===== src/rtl/cond_exec_ctrl.sv =====
module cond_exec_ctrl (
  input  logic        clk,
  input  logic        rst_n,
  input  logic        in_valid,
  input  logic        in_narrow,
  input  logic [15:6] in_hw,
  input  logic        in_sets_flags,
  input  logic [3:0]  in_cond,
  input  logic [7:0]  it_tag,
  input  logic [3:0]  nzcv,
  input  logic        in_fault,
  output logic        exec_en,
  output logic        flag_we,
  output logic        it_commit
);

  logic       in_block;
  logic [3:0] cond_sel;
  logic       fn, fz, fc, fv;
  logic       cond_pass;
  logic       grp_shadd, grp_dp;
  logic       keep_shadd, keep_dp;
  logic       wants_flags;

  assign in_block = |it_tag[3:0];
  assign cond_sel = in_block ? it_tag[7:4] : in_cond;
  assign {fn, fz, fc, fv} = nzcv;

  always_comb begin
    case (cond_sel)
      4'h0:    cond_pass = fz;
      4'h1:    cond_pass = !fz;
      4'h2:    cond_pass = fc;
      4'h3:    cond_pass = !fc;
      4'h4:    cond_pass = fn;
      4'h5:    cond_pass = !fn;
      4'h6:    cond_pass = fv;
      4'h7:    cond_pass = !fv;
      4'h8:    cond_pass = fc && !fz;
      4'h9:    cond_pass = !fc || fz;
      4'hA:    cond_pass = (fn == fv);
      4'hB:    cond_pass = (fn != fv);
      4'hC:    cond_pass = !fz && (fn == fv);
      4'hD:    cond_pass = fz || (fn != fv);
      default: cond_pass = 1'b1;
    endcase
  end

  assign grp_shadd  = in_narrow && (in_hw[15:14] == 2'b00);
  assign grp_dp     = in_narrow && (in_hw[15:10] == 6'b010000);
  assign keep_shadd = (in_hw[13:11] == 3'd5);
  assign keep_dp    = (in_hw[9:6] == 4'h8) || (in_hw[9:6] == 4'hA) ||
                      (in_hw[9:6] == 4'hB);

  always_comb begin
    if (grp_shadd)   wants_flags = keep_shadd || !in_block;
    else if (grp_dp) wants_flags = keep_dp || !in_block;
    else             wants_flags = in_sets_flags;
  end

  always_ff @(posedge clk) begin
    if (!rst_n) begin
      exec_en   <= 1'b0;
      flag_we   <= 1'b0;
      it_commit <= 1'b0;
    end else begin
      exec_en   <= in_valid && cond_pass;
      flag_we   <= in_valid && cond_pass && wants_flags;
      it_commit <= in_valid && in_block && !in_fault;
    end
  end

  assert_idle_quiet_R5: assert property (@(posedge clk) disable iff (!rst_n)
    !in_valid |=> (!exec_en && !flag_we && !it_commit));

  assert_flag_needs_exec_R10: assert property (@(posedge clk) disable iff (!rst_n)
    flag_we |-> exec_en);

  assert_always_cond_R4: assert property (@(posedge clk) disable iff (!rst_n)
    (in_valid && it_tag[3:0] == 4'h0 && in_cond[3:1] == 3'b111) |=> exec_en);

  assert_commit_in_block_R9: assert property (@(posedge clk) disable iff (!rst_n)
    (in_valid && it_tag[3:0] != 4'h0 && !in_fault) |=> it_commit);

  assert_no_commit_outside_R9: assert property (@(posedge clk) disable iff (!rst_n)
    (it_tag[3:0] == 4'h0 || in_fault) |=> !it_commit);

  assert_shadd_quiet_R6: assert property (@(posedge clk) disable iff (!rst_n)
    (in_narrow && in_hw[15:14] == 2'b00 && in_hw[13:11] != 3'd5 &&
     it_tag[3:0] != 4'h0) |=> !flag_we);

  assert_dp_quiet_R7: assert property (@(posedge clk) disable iff (!rst_n)
    (in_narrow && in_hw[15:10] == 6'b010000 && in_hw[9:8] != 2'b10 &&
     it_tag[3:0] != 4'h0) |=> !flag_we);

endmodule


===== config.mk =====
export PLATFORM = sky130hd
export DESIGN_NAME = cond_exec_ctrl
export DESIGN_NICKNAME = d
export VERILOG_FILES = /design/src/rtl/cond_exec_ctrl.sv
export SDC_FILE = /design/constraint.sdc
export NUM_CORES = 1
export LEC_CHECK = 0
export CAP_MARGIN = 25
export CORE_AREA = 2 2 39 41
export CTS_CLUSTER_DIAMETER = 60
export DETAILED_ROUTE_END_ITERATION = 7
export DIE_AREA = 0 0 41 43
export GPL_TIMING_DRIVEN = 0
export HOLD_SLACK_MARGIN = 0.02
export PLACE_DENSITY = 0.77
export SLEW_MARGIN = 25
export SYNTH_ARGS = -nofsm -noshare
export SYNTH_HDL_FRONTEND = slang
export SYNTH_SLANG_ARGS = --single-unit
export TNS_END_PERCENT = 100

===== constraint.sdc =====
create_clock -name clk -period 3.7 [get_ports clk]
set_clock_uncertainty 0.2 [all_clocks]
set_input_delay 1.11 -clock clk [delete_from_list [all_inputs] [get_ports clk]]
set_output_delay 1.11 -clock clk [all_outputs]
set_load 0.02 [all_outputs]

==> results of run 1 <==
==> stage by stage <==
| step | hold slack [ns] | power (mW) |
|---|---|---|
| 4_1_cts | 1.22 | 0.163 |
| 3_3_place_gp | 1.47 | 0.101 |
| 2_1_floorplan | 0.988 | 0.0605 |
| 3_5_place_dp | 1.47 | 0.103 |
| 6_report | 1.23 | 0.163 |
| 5_1_grt | 1.24 | 0.172 |
==> final cells by class <==
class	count	area [µm²]
fillers	134	628
repair buffers	37	363
multi-input cells	37	272
flip-flops and latches	3	60.1
clock buffers	4	26.3
well taps	16	20.0
inverters	4	15.0
==> power by group through the flow <==
stage	registers (mW)	logic (mW)	clock network, mW
6_report	0.0347	0.0697	0.0586
5_1_grt	0.0348	0.0747	0.0628
4_1_cts	0.0348	0.0685	0.0600
3_5_place_dp	0.0353	0.0680	0
3_3_place_gp	0.0352	0.0663	0
2_1_floorplan	0.0376	0.0228	0
==> per-layer routing <==
metal	part of all wire (%)	global-route usage, %	vias to the layer above
li1	-	-	243
met1	34	10.3	213
met4	0.73	10.0	0
met3	7.7	2.62	2
met2	57	21.6	24
met5	0	0	-
==> worst max path at each step <==
stage          slack, ns                 end  startpoint
6_report            0.24  flag_we$_SDFF_PN0_   it_tag[2]
5_1_grt             0.12  flag_we$_SDFF_PN0_   it_tag[2]
4_1_cts             0.03  flag_we$_SDFF_PN0_   it_tag[1]
3_5_place_dp       -0.19  flag_we$_SDFF_PN0_   it_tag[1]
3_3_place_gp       -0.13  flag_we$_SDFF_PN0_   it_tag[1]
2_1_floorplan       0.51  flag_we$_SDFF_PN0_   it_tag[1]
==> critical path: cells and delay by family <==
kind                   cells  cell delay [ns]
XOR/XNOR                   1             0.16
buffers and inverters      2             0.64
multiplexers               2             0.96
AND/OR/NAND/NOR            3             0.52
==> registers in the layout, summed over array words and instances (netlist names) <==
register	count
exec_en	1
flag_we	1
it_commit	1
==> kinds of logic (layout without fill, tap and decap cells) <==
kind of cell,after synthesis,count (layout),synth area share (%)
XOR/XNOR,2,2,5.06
buffers and inverters,4,45,4.33
multiplexers,7,7,24.5
flip-flops,3,3,17.3
AND/OR/NAND/NOR,19,19,31.1
AO/OA/AOI/OAI,9,9,17.7
==> synth_stat cells (all sizes together), types with 2 or more instances <==
cell	number
nor2	7
nand2	2
nand3	2
nor3	2
nor4	2
nor2b	2
mux2	2
inv	4
mux2i	4
dfxtp	3
==> repair_timing <==
action	in CTS	in global routing
setup buffers	0	3
hold endpoints to repair	0	0
hold buffers	0	0
setup endpoints to repair	0	2
==> metrics.txt, run 1 <==
Worst slew margin between 70% and 80%; Yosys reg bits 3; Main synth FF type dfxtp_1; post-DP HPWL 891 µm; Clock Sinks 3; Final Instance Count excl. Fillers between 100 and 150; minimum clock period 3.46 ns; pwr dens 216 nW/µm²; Synth Instances 44; switching fraction of total power 26.1%; Pins Over Slew Limit 0; CP max stage cell mux4_2; Crit Path Max Fanout 6; Crit Path Category input pin to register; leak pwr ~0.29 nW; I/O pins 35; CTS tree yes; Vias/cell 4.77; WHS Path Cells 2; outcome finished, final reports clean; H-tree levels 1; clock buffer depth 2; first-pass GRT wire length 1450 µm; syn nets 76; vias in the first global route 405; Critical Path RT 3.65 ns; sequence of cells on the critical path clkdlybuf4s50_1, nor4_4, buf_4, mux2i_1, mux4_2, xnor2_1, nor2_1, nor3_1; sequential fraction of the synthesis area 17.3%; fin crit share between 90 and 100%; setup TNS 0 ns; CP arrival 3.41 ns; clk slew on worst S/H paths about 0.04 ns; commonest non-fill, non-tap cell in the layout clkdlybuf4s50_1; Final Net Count around 120; # Max-Cap Violations 0; mapped cell area around 350 µm²; initial antenna violation count 0; Cell variety after synth 25; core area approximately 1400 µm²; most frequent cells in the layout 34 x clkdlybuf4s50_1, 7 x nor2_1, 4 x mux2i_1, 4 x inv_1; initial core utilization between 20% and 30%; worst vdd ir 91.2 µV; unrepaired setup endpoints after global routing no; area delta synth->final 118%; port bufs 34; Slew @ Worst Pin 0.407 ns; post-route design area approximately 760 µm²; TritonCTS buffer count 3; Die Wd 41 µm; CP Capture Type register; Internal Pwr Total 0.120 mW; FP Rows 14; Sequential Power Share 21.3%; Worst setup SP type input pin; Total GRT Usage 12.1%; post-layout util 54.6%; Combinational Power Share 42.8%; DR pass1 iterations 6; post-synth top area share 17.3%; routed length per instance ~11 µm; Final GP Congestion between 0.7 and 0.8; fin worst setup slack 0.243 ns; DP Area 707 µm²; pre-CTS WS -0.185 ns; synth warn 0; Post-DRT Antenna Nets 0; Slowest Stage Delay on Critical Path 0.56 ns; drt total wl about 1100 µm; largest net degree at the start of global routing 10; Final Hold Vio Count 0; cell taking the most area after synthesis dfxtp_1; DRT iter0 DRCs 5; DIE AREA 1760 µm²; CTS root buf clkbuf_4; antenna cells 0; Residual DRC 0; Clock Power Share between 30% and 40%; number of flops mapped to enable cells by yosys 0; Mapped Avg Cell Area 7.88 µm²; total placed cells including tap cells 94; total number of vias 482; top post-synthesis cells by area dfxtp_1 17%, mux2i_1 12%, nor2_1 7.6%; fraction of registers with async set/reset 0%; sw power around 0.043 mW; Hold Crit Class input pin to register; HP Start in_fault; Final Setup Violations 0; layout cell share with drive strength beyond 1 about an eighth; Die H between 40 and 50 µm; Post-CTS Resized 0; GRT overflow 0; fmax 289 MHz; Min-Delay Endpoint it_commit$_SDFF_PN0_
Note: power is estimated with default switching activity, not from simulation.
==> run 2, diff against run 1 <==
==> constraint.sdc (replaced) <==
create_clock -name clk -period 3.7 [get_ports clk]
set_clock_uncertainty 0.2 [all_clocks]
set_input_delay 1.11 -clock clk [delete_from_list [all_inputs] [get_ports clk]]
set_output_delay 1.11 -clock clk [all_outputs]
set_load 0.05 [all_outputs]
==> results of run 2 <==
Same layout as run 1 (identical final DEF). Status: finished, final reports clean.
Main changes from that run: total power 0.163 mW -> 0.167 mW; worst IR drop on VDD 91.2 µV -> 94.3 µV
